--- config.mk ---
export PLATFORM = sky130hd
export DESIGN_NAME = idx_pos_counter
export DESIGN_NICKNAME = d
export VERILOG_FILES = /design/src/rtl/ipc_pkg.sv /design/src/rtl/ipc_edge_sync.sv /design/src/rtl/ipc_pos_core.sv /design/src/rtl/ipc_regs.sv /design/src/rtl/idx_pos_counter.sv
export SDC_FILE = /design/constraint.sdc
export NUM_CORES = 1
export LEC_CHECK = 0
export ABC_AREA = 0
export BUFFER_PORTS_ARGS = -buffer_cell sky130_fd_sc_hd__buf_2
export CAP_MARGIN = 20
export CORE_ASPECT_RATIO = 0.8
export CORE_UTILIZATION = 42
export CTS_BUF_LIST = sky130_fd_sc_hd__clkbuf_2 sky130_fd_sc_hd__clkbuf_4 sky130_fd_sc_hd__clkbuf_8
export CTS_CLUSTER_DIAMETER = 200
export DETAILED_ROUTE_END_ITERATION = 10
export GPL_ROUTABILITY_DRIVEN = 0
export PLACE_DENSITY = 0.58
export REMOVE_ABC_BUFFERS = 1
export SLEW_MARGIN = 20
export SYNTH_ARGS = -nofsm -noshare
export SYNTH_HDL_FRONTEND = slang
export SYNTH_HIERARCHICAL = 1
export SYNTH_SLANG_ARGS = --single-unit
export TNS_END_PERCENT = 1
--- constraint.sdc ---
create_clock -name clk -period 2.6 [get_ports clk]
set_input_delay 0.39 -clock clk [delete_from_list [all_inputs] [get_ports clk]]
set_output_delay 0.39 -clock clk [all_outputs]
set_load 0.005 [all_outputs]
--- src/rtl/ipc_pkg.sv ---
package ipc_pkg;
  localparam int unsigned AW = 4;

  localparam logic [AW-1:0] A_CTRL = 4'd0;
  localparam logic [AW-1:0] A_POS  = 4'd1;
  localparam logic [AW-1:0] A_INIT = 4'd2;
  localparam logic [AW-1:0] A_MAX  = 4'd3;
  localparam logic [AW-1:0] A_ILAT = 4'd4;
  localparam logic [AW-1:0] A_IEN  = 4'd5;
  localparam logic [AW-1:0] A_FLAG = 4'd6;
  localparam logic [AW-1:0] A_STAT = 4'd7;
  localparam logic [AW-1:0] A_CLR  = 4'd8;

  localparam logic [1:0] SRC_UPCOUNT = 2'd2;
  localparam logic [1:0] IDX_NONE    = 2'd0;
  localparam logic [1:0] IDX_RISE    = 2'd1;
  localparam logic [1:0] IDX_FALL    = 2'd2;
  localparam logic [1:0] IDX_BOTH    = 2'd3;
  localparam logic [1:0] RM_ON_INDEX = 2'd0;

  // packed MSB first: rst_mode [7:6], idx_edge [5:4], rise_only [3],
  // src_sel [2:1], cnt_en [0]
  typedef struct packed {
    logic [1:0] rst_mode;
    logic [1:0] idx_edge;
    logic       rise_only;
    logic [1:0] src_sel;
    logic       cnt_en;
  } ctrl_t;

  localparam int unsigned CTRL_W = $bits(ctrl_t);
endpackage

--- src/rtl/ipc_edge_sync.sv ---
module ipc_edge_sync #(
  parameter int STAGES = 2
) (
  input  logic clk,
  input  logic rst_n,
  input  logic din,
  output logic rise,
  output logic fall
);
  // chain[STAGES-1] is the synchronized level, chain[STAGES] its previous value
  logic [STAGES:0] chain;

  always_ff @(posedge clk) begin
    if (!rst_n) chain <= '0;
    else        chain <= {chain[STAGES-1:0], din};
  end

  assign rise =  chain[STAGES-1] & ~chain[STAGES];
  assign fall = ~chain[STAGES-1] &  chain[STAGES];
endmodule

--- src/rtl/ipc_pos_core.sv ---
module ipc_pos_core #(
  parameter int W = 32
) (
  input  logic         clk,
  input  logic         rst_n,
  input  logic         cnt_en,
  input  logic         cnt_fire,
  input  logic         idx_fire,
  input  logic         reload_en,
  input  logic [W-1:0] init_val,
  input  logic [W-1:0] max_val,
  input  logic         pos_wr,
  input  logic [W-1:0] pos_wdata,
  output logic [W-1:0] pos,
  output logic [W-1:0] ilatch
);
  logic [W-1:0] pos_inc;
  logic [W-1:0] pos_seen;

  assign pos_inc  = (pos >= max_val) ? '0 : pos + 1'b1;
  assign pos_seen = cnt_fire ? pos_inc : pos;

  always_ff @(posedge clk) begin
    if (!rst_n) begin
      pos <= '0;
    end else if (pos_wr) begin
      pos <= pos_wdata;
    end else if (cnt_en) begin
      if (idx_fire && reload_en) pos <= init_val;
      else if (cnt_fire)         pos <= pos_inc;
    end
  end

  always_ff @(posedge clk) begin
    if (!rst_n)        ilatch <= '0;
    else if (idx_fire) ilatch <= pos_seen;
  end
endmodule

--- src/rtl/ipc_regs.sv ---
module ipc_regs import ipc_pkg::*; #(
  parameter int W = 32
) (
  input  logic          clk,
  input  logic          rst_n,
  input  logic          bus_wr,
  input  logic          bus_rd,
  input  logic [AW-1:0] bus_addr,
  input  logic [W-1:0]  bus_wdata,
  input  logic          idx_fire,
  input  logic [W-1:0]  pos,
  input  logic [W-1:0]  ilatch,
  output ctrl_t         ctrl,
  output logic [W-1:0]  init_val,
  output logic [W-1:0]  max_val,
  output logic          pos_wr,
  output logic          index_flag,
  output logic          seen,
  output logic          irq,
  output logic          rd_valid,
  output logic [W-1:0]  rd_data
);
  localparam int PAD = W - CTRL_W;

  logic         ien;
  logic         clr_hit;
  logic [W-1:0] rd_mux;

  assign pos_wr  = bus_wr && (bus_addr == A_POS);
  assign clr_hit = bus_wr && (bus_addr == A_CLR) && bus_wdata[0];

  always_ff @(posedge clk) begin
    if (!rst_n) begin
      ctrl     <= '0;
      init_val <= '0;
      max_val  <= '1;
      ien      <= 1'b0;
    end else if (bus_wr) begin
      case (bus_addr)
        A_CTRL:  ctrl     <= ctrl_t'(bus_wdata[CTRL_W-1:0]);
        A_INIT:  init_val <= bus_wdata;
        A_MAX:   max_val  <= bus_wdata;
        A_IEN:   ien      <= bus_wdata[0];
        default: ;
      endcase
    end
  end

  always_ff @(posedge clk) begin
    if (!rst_n) begin
      index_flag <= 1'b0;
      seen       <= 1'b0;
    end else begin
      if (idx_fire)     index_flag <= 1'b1;
      else if (clr_hit) index_flag <= 1'b0;
      if (idx_fire)     seen       <= 1'b1;
    end
  end

  assign irq = index_flag & ien;

  always_comb begin
    rd_mux = '0;
    case (bus_addr)
      A_CTRL: rd_mux = {{PAD{1'b0}}, ctrl};
      A_POS:  rd_mux = pos;
      A_INIT: rd_mux = init_val;
      A_MAX:  rd_mux = max_val;
      A_ILAT: rd_mux = ilatch;
      A_IEN:  rd_mux = {{(W-1){1'b0}}, ien};
      A_FLAG: rd_mux = {{(W-1){1'b0}}, index_flag};
      A_STAT: rd_mux = {{(W-1){1'b0}}, seen};
      default: rd_mux = '0;
    endcase
  end

  always_ff @(posedge clk) begin
    if (!rst_n) begin
      rd_valid <= 1'b0;
      rd_data  <= '0;
    end else begin
      rd_valid <= bus_rd;
      if (bus_rd) rd_data <= rd_mux;
    end
  end
endmodule

--- src/rtl/idx_pos_counter.sv ---
module idx_pos_counter import ipc_pkg::*; #(
  parameter int W          = 32,
  parameter int SYNC_STAGES = 2
) (
  input  logic          clk,
  input  logic          rst_n,
  input  logic          cnt_in,
  input  logic          idx_in,
  input  logic          bus_wr,
  input  logic          bus_rd,
  input  logic [AW-1:0] bus_addr,
  input  logic [W-1:0]  bus_wdata,
  output logic          rd_valid,
  output logic [W-1:0]  rd_data,
  output logic          irq
);
  logic         c_rise, c_fall, i_rise, i_fall;
  logic         cnt_fire, idx_fire, reload_en;
  logic         pos_wr, index_flag, seen;
  ctrl_t        ctrl;
  logic [W-1:0] init_val, max_val, pos, ilatch;

  ipc_edge_sync #(.STAGES(SYNC_STAGES)) u_cnt_sync (
    .clk(clk), .rst_n(rst_n), .din(cnt_in), .rise(c_rise), .fall(c_fall));

  ipc_edge_sync #(.STAGES(SYNC_STAGES)) u_idx_sync (
    .clk(clk), .rst_n(rst_n), .din(idx_in), .rise(i_rise), .fall(i_fall));

  assign cnt_fire = ctrl.cnt_en && (ctrl.src_sel == SRC_UPCOUNT) &&
                    (ctrl.rise_only ? c_rise : (c_rise | c_fall));

  always_comb begin
    case (ctrl.idx_edge)
      IDX_RISE: idx_fire = i_rise;
      IDX_FALL: idx_fire = i_fall;
      IDX_BOTH: idx_fire = i_rise | i_fall;
      default:  idx_fire = 1'b0;
    endcase
  end

  assign reload_en = (ctrl.rst_mode == RM_ON_INDEX);

  ipc_pos_core #(.W(W)) u_core (
    .clk(clk), .rst_n(rst_n), .cnt_en(ctrl.cnt_en), .cnt_fire(cnt_fire),
    .idx_fire(idx_fire), .reload_en(reload_en), .init_val(init_val),
    .max_val(max_val), .pos_wr(pos_wr), .pos_wdata(bus_wdata),
    .pos(pos), .ilatch(ilatch));

  ipc_regs #(.W(W)) u_regs (
    .clk(clk), .rst_n(rst_n), .bus_wr(bus_wr), .bus_rd(bus_rd),
    .bus_addr(bus_addr), .bus_wdata(bus_wdata), .idx_fire(idx_fire),
    .pos(pos), .ilatch(ilatch), .ctrl(ctrl), .init_val(init_val),
    .max_val(max_val), .pos_wr(pos_wr), .index_flag(index_flag),
    .seen(seen), .irq(irq), .rd_valid(rd_valid), .rd_data(rd_data));
endmodule

# [Word-level counts from Yosys, hierarchy flattened]
# Index checks and enable logic that the tools add are counted.
# W data, S select, Z words.
[totals] ff_bits=178 input_bits=42 wordCells=65
[op_classes] addsub=1 n_lt_le_gt_ge=1 eq_ne=12 muxes=10 n_bitwise=11 reduce_logical=14
[op_table] cell="$pmux W32 S8" count=1
[op_table] cell="$mux W32" count=5
[op_table] cell="$add A32 B1 Y32 const B" count=1
[op_table] cell="$ge A32 B32 Y1" count=1
[op_table] cell="$eq A4 B3 Y1 const B" count=4
[op_table] cell="$eq A4 B2 Y1 const B" count=2
[op_table] cell="$reduce_and A2 Y1" count=4
[op_table] cell="$eq A2 B2 Y1 const B" count=3
[op_table] cell="$logic_and A1 B1 Y1" count=6
[op_table] cell="$and A1 B1 Y1" count=5
[op_table] cell="$eq A4 B1 Y1 const B" count=1
[op_table] cell="$eq A4 B4 Y1 const B" count=1
[op_table] cell="$logic_not A4 Y1" count=1
[op_table] cell="$not A1 Y1" count=4
[op_table] cell="$reduce_bool A2 Y1" count=2
[op_table] cell="$mux W1" count=3
[op_table] cell="$pmux W1 S3" count=1
[op_table] cell="$eq A2 B1 Y1 const B" count=1
[op_table] cell="$logic_not A2 Y1" count=1
[op_table] cell="$or A1 B1 Y1" count=2

# [Depth between registers and ports, before layout]
[depth] ltp_word=9 depth_mapped=10 depth_no_buf=9

# [Cells and area by module]
# The synthesis kept the hierarchy.
[modules_own_cells] module="ipc_regs" n_inst=1 cells_per_inst=549 area_per_inst_um2=4758.3
[modules_own_cells] module="ipc_pos_core" n_inst=1 cells_per_inst=545 area_per_inst_um2=4505.6
[modules_own_cells] module="ipc_edge_sync" n_inst=2 cells_per_inst=8 area_per_inst_um2=91.3
[modules_own_cells] module="idx_pos_counter" n_inst=1 cells_per_inst=6 area_per_inst_um2=38.8

# [Worst setup path after synthesis]
# OpenSTA, ideal clock, no wires.
[synth_timing] path_kind="reg-to-reg" start="reg u_cnt_sync.chain[2]" end="reg u_core.ilatch[22]" setup_time_ps=117 arrival_ps=2264 required_time_ps=2483 slack_ps=218 stages_incl_launch_ff=10 path_buffers=0 period_less_slack_ps=2382 cell_sequence="dfxtp_1 > nor2b_1 > nand2b_1 > a211oi_2 > nand4_4 > nor4_4 > and2b_1 > nand3_1 > xnor2_1 > a32o_1"
[synth_between] word_cells_on_any_way=7
[synth_rtl] item="start, declared" line="ipc_edge_sync.sv:11" rtl="logic [STAGES:0] chain;"
[synth_rtl] item="start signal, assigned" line="ipc_edge_sync.sv:15" rtl="else chain <= {chain[STAGES-1:0], din};"
[synth_rtl] item="$and A1 B1 Y1" line="ipc_edge_sync.sv:19" rtl="assign fall = ~chain[STAGES-1] & chain[STAGES];"
[synth_rtl] item="named net c_fall" line="idx_pos_counter.sv:17" rtl="logic c_rise, c_fall, i_rise, i_fall;"
[synth_rtl] item="$or A1 B1 Y1" line="idx_pos_counter.sv:30" rtl="(ctrl.rise_only ? c_rise : (c_rise | c_fall));"
[synth_rtl] item="$mux W1" line="idx_pos_counter.sv:30"
[synth_rtl] item="$logic_and A1 B1 Y1" line="idx_pos_counter.sv:29" rtl="assign cnt_fire = ctrl.cnt_en && (ctrl.src_sel == SRC_UPCOUNT) &&"
[synth_rtl] item="named net cnt_fire" line="idx_pos_counter.sv:18" rtl="logic cnt_fire, idx_fire, reload_en;"
[synth_rtl] item="$mux W32" line="ipc_pos_core.sv:21" rtl="assign pos_seen = cnt_fire ? pos_inc : pos;"
[synth_rtl] item="end signal, assigned" line="ipc_pos_core.sv:36" rtl="else if (idx_fire) ilatch <= pos_seen;"
[synth_rtl] item="end, declared" line="ipc_pos_core.sv:15" rtl="output logic [W-1:0] ilatch"
# The timed path passes the listed nets, and every way through them passes these cells.
# A chain may end at the register's enable or synchronous reset.

# [Final worst setup path]
[layout_timing] start="reg u_regs.max_val[25]" end="reg u_core.pos[15]"
[layout_between] elab_chain_len=6
[layout_rtl] item="start, declared" line="ipc_regs.sv:15" rtl="output logic [W-1:0] max_val,"
[layout_rtl] item="start signal, assigned" line="ipc_regs.sv:42" rtl="A_MAX: max_val <= bus_wdata;"
[layout_rtl] item="$ge A32 B32 Y1" line="ipc_pos_core.sv:20" rtl="assign pos_inc = (pos >= max_val) ? '0 : pos + 1'b1;"
[layout_rtl] item="$mux W32" line="ipc_pos_core.sv:20"
[layout_rtl] item="$mux W32"
[layout_rtl] item="$mux W32" line="ipc_pos_core.sv:29" rtl="if (idx_fire && reload_en) pos <= init_val;"
[layout_rtl] item="$mux W32" line="ipc_pos_core.sv:28" rtl="end else if (cnt_en) begin"
[layout_rtl] item="$mux W32" line="ipc_pos_core.sv:26" rtl="end else if (pos_wr) begin"
[layout_rtl] item="end signal, assigned" line="ipc_pos_core.sv:27" rtl="pos <= pos_wdata;"
[layout_rtl] item="end signal, assigned" line="ipc_pos_core.sv:29"
[layout_rtl] item="end signal, assigned" line="ipc_pos_core.sv:30" rtl="else if (cnt_fire) pos <= pos_inc;"
[layout_rtl] item="end, declared" line="ipc_pos_core.sv:14" rtl="output logic [W-1:0] pos,"
# Every way passes these cells. The select of a mux whose other input is x is not followed.

==> results by group <==
Status
  – Status: complete, no violations

Setup path
  – Crit path from: u_regs/max_val[25]
  – Critical Path RT: 2.95 ns
  – Worst setup path class: reg2reg
  – Worst r2r src: u_regs/max_val[25]
  – CP max FO: 42
  – Critical path endpoint category: register
  – Crit path buffers/inverters: 2
  – Arr. time, crit path: 2.80 ns
  – Critical Path, Cell by Cell: inv_1 > ha_1 > nand4_1 > nor4_4 > nand2_2 > a311oi_4 > nor2_4 > buf_12 > a32o_1
  – CP top delay family: simple AND/OR/NAND/NOR gates
  – Worst-path cell with the longest stage delay: dfxtp_1
  – Startpoint Class: register
  – Slowest Stage Delay on Critical Path: 0.37 ns

Pwr
  – Power, Total: 5.17 mW
  – Leakage: 4.73 nW
  – Cell Pwr Density: 482 nW/um^2
  – Peak VDD IR: 232 uV

Floorplan
  – Top Ports: 76
  – DIE WIDTH: 170 um
  – Rows: 48
  – Starting density of the core: 43.4%
  – Die Ht: 136 um
  – Core ar.: 21900 sq um
  – DIE AREA: 23200 sq um

GRT
  – Vias in the first global route: 8045
  – Congestion Overflow GR: 0
  – Largest net degree at the start of global routing: 74
  – Number of antenna violations at the first check in global routing: 0
  – GRT Util Overall: 25.9%
  – First-pass GRT wire length: 46100 um

Cells and area
  – Layout cell share with drive strength beyond 1: 15.6%
  – Ant. Diodes: 0
  – P&R area growth vs syn: 13.1%
  – Fin nets: 1256

Yosys
  – Yosys top cell by area: dfxtp_1
  – Mean post-synth cell area: 8.50 sq um
  – Fraction of registers with async set/reset: 0%
  – Count of state elements after synthesis: 178
  – Main synth FF type: dfxtp_1
  – EDFF count, synth: 0
  – Top post-synthesis cells by area: dfxtp_1, nand2_1, a32o_1
  – Synthesized area: 9490 sq um
  – Sequential fraction of the synthesis area: 37.6%
  – Yosys cell types: 61
  – Synth warn: 6
  – Synth Instances: 1116
  – Post-synth top area share: 37.6%

Clock network
  – CTS Root Cell: clkbuf_8
  – Number of clock sinks: 178
  – Clock slew at reported path FFs: 0.09 ns
  – CTS tree: done
  – H-tree levels: 4
  – Latest clock arrival within the worst-skew pair: 0.47 ns
  – Post-CTS Resized: 0
  – Post-CTS Setup Bufs: 0
  – Inserted Clock Buffers: 17
  – CTS Buffer Depth: 2
  – Hold_buf cts: 0

Route
  – Via count: 8568
  – Final wirelength: 29100 um
  – Drt drc: 0
  – Initial DRC count: 723
  – Final ANT Viol Nets: 0
  – Mean routed wirelength per cell: 19.5 um
  – First-pass DRT Iterations: 5
  – Vias per Instance: 5.75

Timing
  – Final setup viols: 0
  – Worst hold slack: 0.123 ns
  – Maximum operating frequency: 408 MHz
  – Final period util: 94.3%
  – Normalized max-slew margin: 51.8%
  – Final Critical Period: 2.45 ns
  – Worst Skew: 0.0134 ns
  – Max Slew Vio Count: 0
  – Fin Setup TNS: 0 ns
  – RSZ-0062 raised after global routing: no
  – Worst-Margin Slew: 0.713 ns
  – Hold Vio Cnt, Final: 0

Place
  – Detail Placement HPWL: 19500 um
  – # port buffers: 75

Hold path
  – Hold_sp: cnt_in
  – Worst hold path class: in2reg

Run
  – Max Cap Viol: 0
logic make-up after synthesis:
group | share of synthesized area, %
buffers and inverters | 5.86
muxes | 3.75
and+or+nand+nor | 21.9
adders and majority gates | 4.35
AOI/OAI and AO/OA | 23.8
DFF | 37.6
xor gates and xnor gates | 2.77
placed cells by master, fill, tap and decap left out, drive strengths merged, types with 11 or more instances in the layout:
cell type / n
buf: 132
nor2b: 65
o21ai: 38
a22o: 30
ha: 33
inv: 39
clkbuf: 21
a21oi: 40
nor2: 22
mux2i: 31
nand4: 12
o22ai: 25
a22oi: 31
and2: 11
a21boi: 41
xnor2: 20
nand3: 55
nand2: 211
and3: 11
a32o: 58
dfxtp: 178
metrics by stage:
step / area, sq um / instances / worst slack [ns] / util (%)
2_1_floorplan: 9080 / 1030 / -0.689 / -
3_3_place_gp: 10300 / 1462 / 0.226 / 47.3
3_5_place_dp: 10300 / 1462 / 0.187 / 47.3
4_1_cts: 10700 / 1490 / 0.162 / 49.1
5_1_grt: 10700 / 1490 / 0.00244 / 49.1
6_report: 10700 / 1490 / 0.147 / 49.1
flip-flops by register name, summed over array words and instances (netlist names):
| name | cells |
|---|---|
| u_regs/index_flag | 1 |
| u_idx_sync/chain | 3 |
| u_regs/ien | 1 |
| u_regs/rd_data | 32 |
| u_regs/max_val | 32 |
| u_core/pos | 32 |
| u_core/ilatch | 32 |
| u_cnt_sync/chain | 3 |
| u_regs/rd_valid | 1 |
| u_regs/init_val | 32 |
| u_regs/seen | 1 |
| u_regs/ctrl | 8 |
area by class of cell:
cell class	instances	area (sq um)
fill	2211	11100
clock buffer	21	277
tap	300	375
inverter	39	146
timing repair buffer	132	868
multi-input combinational	813	5390
clock inverter	7	110
sequential	178	3560
worst paths after layout:
kind / depth (start not counted) / end / slack [ns]
worst max-delay path: 9 / u_core/pos[15] / 0.15
worst min-delay path: 2 / u_cnt_sync/chain[0] / 0.12
worst max register to register: 9 / u_core/pos[15] / 0.15
worst min register to register: 1 / u_idx_sync/chain[1] / 0.44
synthesized netlist by cell type (all sizes together), types with 3 or more instances:
cell type and instances:
o41ai 3, inv 39, xnor2 20, a22o 30, dfxtp 178, and4 3
a221o 3, a2bb2oi 3, o21ai 38, ha 33, nor2b 65, o31ai 7
nand2 211, nor4 8, nor3b 3, nand3b 3, and2 11, mux2i 31
nand2b 5, a22oi 31, clkbuf 53, buf 33, nand3 55, and3 11
o22ai 25, nor2 22, a21boi 41, xor2 10, o221ai 4, a221oi 5
nand4 12, a31oi 3, a32o 58, a21oi 40
layer usage:
layer	up-vias	wire (um)	GRT usage (%)
li1	4138	-	-
met1	4144	15200	40.1
met2	264	12000	37.7
met3	22	1620	3.09
met4	0	270	5.96
met5	-	0	0
power by group:
group | leakage, nW | switching (mW) | internal (mW)
Clock | 0.204 | 0.989 | 0.996
Combinational | 3.08 | 0.257 | 0.145
Sequential | 1.44 | 0.0291 | 2.76
No activity file was read; power rests on OpenSTA's default activity.
